$ cat config.mk
export PLATFORM = sky130hd
export DESIGN_NAME = reg_alu
export DESIGN_NICKNAME = d
export VERILOG_FILES = /design/src/rtl/alu_pkg.sv /design/src/rtl/alu_operand_reg.sv /design/src/rtl/alu_core.sv /design/src/rtl/alu_result_reg.sv /design/src/rtl/reg_alu.sv
export SDC_FILE = /design/constraint.sdc
export NUM_CORES = 1
export LEC_CHECK = 0
export ABC_AREA = 1
export BUFFER_PORTS_ARGS = -buffer_cell sky130_fd_sc_hd__buf_2
export CORE_UTILIZATION = 60
export DETAILED_ROUTE_END_ITERATION = 6
export GPL_TIMING_DRIVEN = 0
export PLACE_DENSITY = 0.88
export SETUP_SLACK_MARGIN = 0.4
export SLEW_MARGIN = 20
export SYNTH_ARGS = -nofsm -noshare
export SYNTH_HDL_FRONTEND = slang
export SYNTH_HIERARCHICAL = 1
export SYNTH_SLANG_ARGS = --single-unit
$ cat constraint.sdc
create_clock -name clk_i -period 1.93 [get_ports clk_i]
set_input_delay 0.193 -clock clk_i [delete_from_list [all_inputs] [get_ports clk_i]]
set_output_delay 0.193 -clock clk_i [all_outputs]
set_load 0.05 [all_outputs]
$ cat src/rtl/alu_pkg.sv
package alu_pkg;
  localparam int unsigned FN_W = 3;

  typedef enum logic [FN_W-1:0] {
    FN_ADD = 3'b000,
    FN_AND = 3'b001,
    FN_OR  = 3'b010,
    FN_XOR = 3'b011,
    FN_NEG = 3'b100
  } alu_fn_e;

  typedef struct packed {
    logic carry;
    logic ovf;
  } alu_flags_t;

  function automatic logic fn_valid(input logic [FN_W-1:0] f);
    return f <= FN_NEG;
  endfunction

  function automatic logic fn_is_logic(input logic [FN_W-1:0] f);
    return (f == FN_AND) || (f == FN_OR) || (f == FN_XOR);
  endfunction
endpackage

$ cat src/rtl/alu_operand_reg.sv
module alu_operand_reg #(
  parameter int unsigned WIDTH = 16
) (
  input  logic             clk_i,
  input  logic             rst_ni,
  input  logic             ld_i,
  input  logic [WIDTH-1:0] d_i,
  output logic [WIDTH-1:0] q_o
);
  always_ff @(posedge clk_i or negedge rst_ni) begin
    if (!rst_ni)   q_o <= '0;
    else if (ld_i) q_o <= d_i;
  end

  AST_OPERAND_HOLD: assert property (@(posedge clk_i) disable iff (!rst_ni)
    !ld_i |=> $stable(q_o));
endmodule

$ cat src/rtl/alu_core.sv
module alu_core
  import alu_pkg::*;
#(
  parameter int unsigned WIDTH = 16
) (
  input  logic [WIDTH-1:0] x_i,
  input  logic [WIDTH-1:0] y_i,
  input  logic [FN_W-1:0]  func_i,
  output logic [WIDTH-1:0] res_o,
  output alu_flags_t       flags_o,
  output logic             valid_o
);
  localparam int unsigned MSB = WIDTH - 1;

  logic [WIDTH:0]   sum_ext;
  logic [WIDTH-1:0] neg_val;
  logic             add_ovf;
  logic             neg_ovf;

  assign sum_ext = {1'b0, x_i} + {1'b0, y_i};
  assign neg_val = ~x_i + {{(WIDTH-1){1'b0}}, 1'b1};
  // same operand signs, different result sign
  assign add_ovf = (x_i[MSB] == y_i[MSB]) && (sum_ext[MSB] != x_i[MSB]);
  // only the most negative value maps onto itself with the sign kept
  assign neg_ovf = x_i[MSB] && neg_val[MSB];

  assign valid_o = fn_valid(func_i);

  always_comb begin
    res_o   = '0;
    flags_o = '0;
    unique case (func_i)
      FN_ADD: begin
        res_o         = sum_ext[WIDTH-1:0];
        flags_o.carry = sum_ext[WIDTH];
        flags_o.ovf   = add_ovf;
      end
      FN_AND:  res_o = x_i & y_i;
      FN_OR:   res_o = x_i | y_i;
      FN_XOR:  res_o = x_i ^ y_i;
      FN_NEG: begin
        res_o       = neg_val;
        flags_o.ovf = neg_ovf;
      end
      default: res_o = '0;
    endcase
  end
endmodule

$ cat src/rtl/alu_result_reg.sv
module alu_result_reg
  import alu_pkg::*;
#(
  parameter int unsigned WIDTH = 16
) (
  input  logic             clk_i,
  input  logic             rst_ni,
  input  logic             calc_i,
  input  logic             valid_i,
  input  logic [WIDTH-1:0] res_i,
  input  alu_flags_t       flags_i,
  output logic [WIDTH-1:0] z_o,
  output alu_flags_t       flags_o
);
  logic upd;
  assign upd = calc_i && valid_i;

  always_ff @(posedge clk_i or negedge rst_ni) begin
    if (!rst_ni) begin
      z_o     <= '0;
      flags_o <= '0;
    end else if (upd) begin
      z_o     <= res_i;
      flags_o <= flags_i;
    end
  end

  AST_NO_STROBE_HOLD: assert property (@(posedge clk_i) disable iff (!rst_ni)
    !calc_i |=> $stable(z_o) && $stable(flags_o));
  AST_BAD_CODE_HOLD: assert property (@(posedge clk_i) disable iff (!rst_ni)
    calc_i && !valid_i |=> $stable(z_o) && $stable(flags_o));
endmodule

$ cat src/rtl/reg_alu.sv
module reg_alu
  import alu_pkg::*;
#(
  parameter int unsigned WIDTH = 16
) (
  input  logic             clk_i,
  input  logic             rst_ni,
  input  logic [WIDTH-1:0] bus_i,
  input  logic             ld_x_i,
  input  logic             ld_y_i,
  input  logic             calc_i,
  input  logic [FN_W-1:0]  func_i,
  input  logic             oe_i,
  output logic [WIDTH-1:0] bus_o,
  output logic             carry_o,
  output logic             ovf_o
);
  localparam logic [WIDTH-1:0] MIN_NEG = {1'b1, {(WIDTH-1){1'b0}}};

  logic [WIDTH-1:0] x_q, y_q, z_q, res;
  alu_flags_t       flags_d, flags_q;
  logic             valid;

  alu_operand_reg #(.WIDTH(WIDTH)) u_x (
    .clk_i(clk_i), .rst_ni(rst_ni), .ld_i(ld_x_i), .d_i(bus_i), .q_o(x_q));

  alu_operand_reg #(.WIDTH(WIDTH)) u_y (
    .clk_i(clk_i), .rst_ni(rst_ni), .ld_i(ld_y_i), .d_i(bus_i), .q_o(y_q));

  alu_core #(.WIDTH(WIDTH)) u_core (
    .x_i(x_q), .y_i(y_q), .func_i(func_i),
    .res_o(res), .flags_o(flags_d), .valid_o(valid));

  alu_result_reg #(.WIDTH(WIDTH)) u_z (
    .clk_i(clk_i), .rst_ni(rst_ni), .calc_i(calc_i), .valid_i(valid),
    .res_i(res), .flags_i(flags_d), .z_o(z_q), .flags_o(flags_q));

  assign bus_o   = oe_i ? z_q : '0;
  assign carry_o = flags_q.carry;
  assign ovf_o   = flags_q.ovf;

  AST_ADD_SUM: assert property (@(posedge clk_i) disable iff (!rst_ni)
    calc_i && func_i == FN_ADD |=>
      {flags_q.carry, z_q} == {1'b0, $past(x_q)} + {1'b0, $past(y_q)});
  AST_LOGIC_CLR: assert property (@(posedge clk_i) disable iff (!rst_ni)
    calc_i && fn_is_logic(func_i) |=> !flags_q.carry && !flags_q.ovf);
  AST_NEG_OVF: assert property (@(posedge clk_i) disable iff (!rst_ni)
    calc_i && func_i == FN_NEG |=>
      (flags_q.ovf == ($past(x_q) == MIN_NEG)) && !flags_q.carry);
  AST_NEG_VAL: assert property (@(posedge clk_i) disable iff (!rst_ni)
    calc_i && func_i == FN_NEG |=> z_q + $past(x_q) == '0);
  AST_BUS_IDLE: assert property (@(posedge clk_i) disable iff (!rst_ni)
    !oe_i |-> $countones(bus_o) == 0);
endmodule

# == Word-level counts from Yosys, hierarchy flattened ==
# Cells that the tools add are included.
# word_totals
mem_bits_ro,0
ramBits,0
register_bits,50
in_bits,25
memories,0
elab_cells,26
latchBits,0
out_inout_bits,18
# classes
n_shift,0
n_reduce_logical,4
mux,4
magnitude_cmp,1
n_eq_ne,6
add_sub_neg,2
mul,0
div_mod_pow,0
bitwise_logic,4
# op_table
op,count
$pmux 16 s5,1
$add 16x16->17,1
$add 16x1->16 const B,1
$and 16x16->16,1
$mux 16,1
$not 16->16,1
$or 16x16->16,1
$xor 16x16->16,1
$eq 3x2->1 const B,2
$eq 3x1->1 const B,1
$eq 3x3->1 const B,1
$le 3x3->1 const B,1
$logic_and 1x1->1,3
$logic_not 3->1,1
$pmux 1 s2,1
$eq 1x1->1,1
$mux 1,1
$ne 1x1->1,1

# == Logic depth before layout (Yosys ltp) ==
# depth
word_depth,4
mapped_depth,14
ltp_nobuf,13

# == Cells and area by module ==
# The synthesis kept the hierarchy.
# modules_own_cells
mod,area_per_inst_um2,seq_area_each_um2,cells_each,n_inst
alu_core,2183.3,0.0,417,1
alu_operand_reg,644.4,400.4,68,2
alu_result_reg,763.2,450.4,78,1
reg_alu,163.9,0.0,34,1

# == Least setup slack after synthesis ==
# OpenSTA, ideal clock, no wires.
# synth_timing
kind,reg-to-reg
start,register u_x.q_o[0]
end,register u_z.z_o[12]
period_less_slack_ps,1773
arrival_time_ps,1657
required_ps,1814
setup_ps,116
path_buffers,0
path_stages_with_launch,11
setup_slack_ps,157
cell_sequence,dfrtp_1 -> ha_1 -> fa_1 -> nand3_1 -> nand3_1 -> nand3_1 -> nand4_1 -> nand3_1 -> nand2_1 -> nand3_1 -> nand2_1
# synth_via
elab_chain_cells,3
word_cells_on_any_way,4
classes_between,add/sub: 2; mux: 1; bitwise: 1
# synth_rtl
item,line,text
start: declaration,alu_operand_reg.sv:8,output logic [WIDTH-1:0] q_o
start signal: assignment,alu_operand_reg.sv:12,else if (ld_i) q_o <= d_i;
$not 16->16,alu_core.sv:21,"assign neg_val = ~x_i + {{(WIDTH-1){1'b0}}, 1'b1};"
$add 16x1->16,alu_core.sv:21,
$pmux 16 s5 *,alu_core.sv:32,unique case (func_i)
net res[12],reg_alu.sv:20,"logic [WIDTH-1:0] x_q, y_q, z_q, res;"
end signal: assignment,alu_result_reg.sv:23,z_o <= res_i;
end: declaration,alu_result_reg.sv:12,"output logic [WIDTH-1:0] z_o,"
# The timed path passes the listed nets; every way through them passes the cells marked *.
# A chain may end at the register's enable or synchronous reset.

# == Worst setup path in the final report ==
# layout_timing
start,register u_x.q_o[0]
end,register u_z.z_o[4]
# Same word-level chain as after synthesis.

==> results.sh <==
export IMPL_run_status="complete, but fails checks"
export IMPL_violations="design-rule violations, negative setup slack"
export IMPL_io_buffer_count=38
export IMPL_clk_path_buf_depth=2
export IMPL_grt_total_usage_pct=35.9
export IMPL_crit_path_max_fanout=4
export IMPL_antenna_found_initial=0
export IMPL_setup_total_negative_slack_ps=-24.4
export IMPL_clkSlewWorstSetupHoldPaths_ps=110
export IMPL_fillers=402
export IMPL_dp_worst_setup_slack_ps=-49.9
export IMPL_clk_latency_ps=320
export IMPL_count_of_endpoints_failing_hold_in_the_final_timing_report=0
export IMPL_required_time_of_the_worst_setup_path_ps=2180
export IMPL_cell_variety_after_synth=37
export IMPL_synth_top_area_share_pct=28.4
export IMPL_p_per_area_nw_per_um2=643
export IMPL_synthesis_instances=665
export IMPL_ys_warnings_count=6
export IMPL_nets=821
export IMPL_cp_cell_sequence="ha_4 -> fa_2 -> nand3_2 -> nand3_4 -> xnor2_1 -> o211ai_1 -> nand3_1 -> nand2_1"
export IMPL_hold_path_class="in -> reg"
export IMPL_grt_start_max_net_pins=51
export IMPL_cts_tree="built"
export IMPL_worst_pin_slew_ps=635
export IMPL_grt_pass1_vias=4380
export IMPL_routability_driven_placement_congestion_ratio=0.940
export IMPL_syn_to_final_growth_pct=35.9
export IMPL_finish_instance_area_um2=5980
export IMPL_multi_input_area_um2=3250
export IMPL_clkSinkCount=50
export IMPL_die_h_um=87.6
export IMPL_routed_wire_length_per_instance_um=17.2
export IMPL_detailed_place_hpwl_um=9440
export IMPL_core_rowCount=30
export IMPL_dieWidth_um=87.6
export IMPL_num_cts_buffers=5
export IMPL_cp_start_kind="flip-flop"
export IMPL_synthesis_area_per_instance_um2=6.62
export IMPL_critical_path_class="reg -> reg"
export IMPL_antenna_nets_post_route=0
export IMPL_antenna_diode_count=0
export IMPL_max_cap_violations=0
export IMPL_max_stage_delay_ps=470
export IMPL_total_power_mw=3.84
export IMPL_finalCriticalPeriod_ps=1950
export IMPL_drt_iter0_markers=704
export IMPL_grt_pass1_wl_um=21100
export IMPL_worst_path_slowest_cell="dfrtp_2"
export IMPL_placed_inst_area_um2=4920
export IMPL_core_area_um2=6940
export IMPL_holdWs_ps=79.0
export IMPL_initial_standard_cell_utilization_of_the_core_pct=63.4
export IMPL_timing_slew_headroom_pct=57.7
export IMPL_clock_root_buffer="clkbuf_8"
export IMPL_finalSetupViolCount=2
export IMPL_nets_in_the_synthesized_netlist=725
export IMPL_drive_gt1_share_pct=38.8
export IMPL_endpoint_kind="flip-flop"
export IMPL_finalWirelength_um=14800
export IMPL_post_drt_via_cell_ratio=5.87
export IMPL_num_vias=5037
export IMPL_static_leakage_power_nw=3.29
export IMPL_ys_seq_elements=50
export IMPL_grt_remaining_overflow=0
export IMPL_critPathArrivalTime_ps=2200
export IMPL_layout_common_cells="nand2_1, inv_1, nand3_1"
export IMPL_post_synth_main_area_contributors="dfrtp_1, nand2_1, ha_1, inv_1, nand3_1"
export IMPL_final_critical_path_setup_slack_ps=-15.7
export IMPL_drcViolationCount=12
export IMPL_yosys_area_top_type="dfrtp_1"
export IMPL_die_area_um2=7680
export IMPL_vdd_drop_max_v=0.000474
export IMPL_synth_cell_area_um2=4400
export IMPL_clock_fmax_mhz=514
export IMPL_final_common_cell="nand2_1"
export IMPL_synth_yosys_seq_area_share_pct=28.4
export IMPL_sequential_area_um2=1260
export IMPL_fin_worst_skew_ps=12.0
export IMPL_finalMaxSlewViolations=0
export IMPL_rsz0062_at_grt="yes"
export IMPL_cts_htree_levels=2
export IMPL_timing_final_crit_share_pct=101
export IMPL_router_iterations_before_antenna_repair=7
export IMPL_floorplan_io_pins=43
-- area by class of cell --
type,instances,area share [%]
Tap cell,96,2.01
Sequential cell,50,21.1
Timing Repair Buffer,89,9.92
Buffer,19,4.12
Multi-Input combinational cell,493,54.4
Clock inverter,3,0.377
Clock buffer,5,1.15
Inverter,103,6.89
-- layer usage --
layer | global-route usage, % | vias up | share of wire [%]
li1 | - | 2260 | -
met1 | 44.3 | 2279 | 38
met2 | 63.1 | 377 | 46
met3 | 5.37 | 121 | 9.4
met4 | 14.3 | 0 | 6.8
met5 | 0 | - | 0
-- path summary, 6_finish.rpt --
path                       slack [ps]                    from                      to  depth (start not counted)
max in group asynchronous        1030                  rst_ni  u_x/q_o[1]$_DFFE_PN0P_                          2
max                               -20  u_x/q_o[0]$_DFFE_PN0P_  u_z/z_o[4]$_DFFE_PN0P_                          8
max reg2reg                       -20  u_x/q_o[0]$_DFFE_PN0P_  u_z/z_o[4]$_DFFE_PN0P_                          8
min in group asynchronous         440                  rst_ni  u_x/q_o[5]$_DFFE_PN0P_                          2
min reg2reg                       480  u_z/z_o[7]$_DFFE_PN0P_  u_z/z_o[7]$_DFFE_PN0P_                          2
min                                80                bus_i[2]  u_x/q_o[2]$_DFFE_PN0P_                          3
-- timing repair --
action / CTS / global route
pin swaps: 47 / 45
setup buffers: 43 / 7
hold endpoints to repair: 0 / 50
resized for setup: 96 / 69
endpoints found under the setup margin: 17 / 17
hold buffers: 0 / 1
-- synth_stat cells (all sizes together) --
cell type and instances:
clkinv 1, nor2 41, o211ai 4, nand3 69, nand4 4, a21oi 26
o21bai 1, dfrtp 50, xnor2 3, fa 1, o221ai 2, nor3 1
o21ai 18, and2 2, o2bb2ai 1, ha 34, o2111ai 1, inv 102
o22ai 6, nand2 279, buf 18, clkbuf 1
-- power breakdown --
group	internal (mW)	leakage [nW]	switching (mW)	total, mW
Sequential	1.17	0.614	0.118	1.29
Combinational	0.728	2.63	1.16	1.89
Clock	0.264	0.0489	0.404	0.667
-- registers in the layout, indices dropped and copies added (netlist names) --
name         cells
u_x/q_o         16
u_z/flags_o      2
u_y/q_o         16
u_z/z_o         16
-- through the flow --
stage / util, % / instances
2_1_floorplan: - / 665
3_3_place_gp: 70.9 / 799
3_5_place_dp: 70.9 / 799
4_1_cts: 81.1 / 850
5_1_grt: 86.1 / 858
6_report: 86.1 / 858
-- worst max-delay path, delay by kind of cell (launching register included) --
kind	cells	cell delay [ps]
adders and majority gates	2	650
and+or+nand+nor	4	410
AOI/OAI and AO/OA	1	200
DFF	1	470
xor gates and xnor gates	1	150
-- cell families (layout without fill, tap and decap cells) --
| logic type | count (synthesis) | in the layout | synth area share (%) |
|---|---|---|---|
| adders and majority gates | 35 | 35 | 10.1 |
| xor gates and xnor gates | 3 | 3 | 0.597 |
| and+or+nand+nor | 396 | 396 | 38.7 |
| DFF | 50 | 50 | 28.4 |
| AOI/OAI and AO/OA | 59 | 59 | 7.79 |
| buffers and inverters | 122 | 219 | 14.4 |
Note: power is estimated with default switching activity, not from simulation.
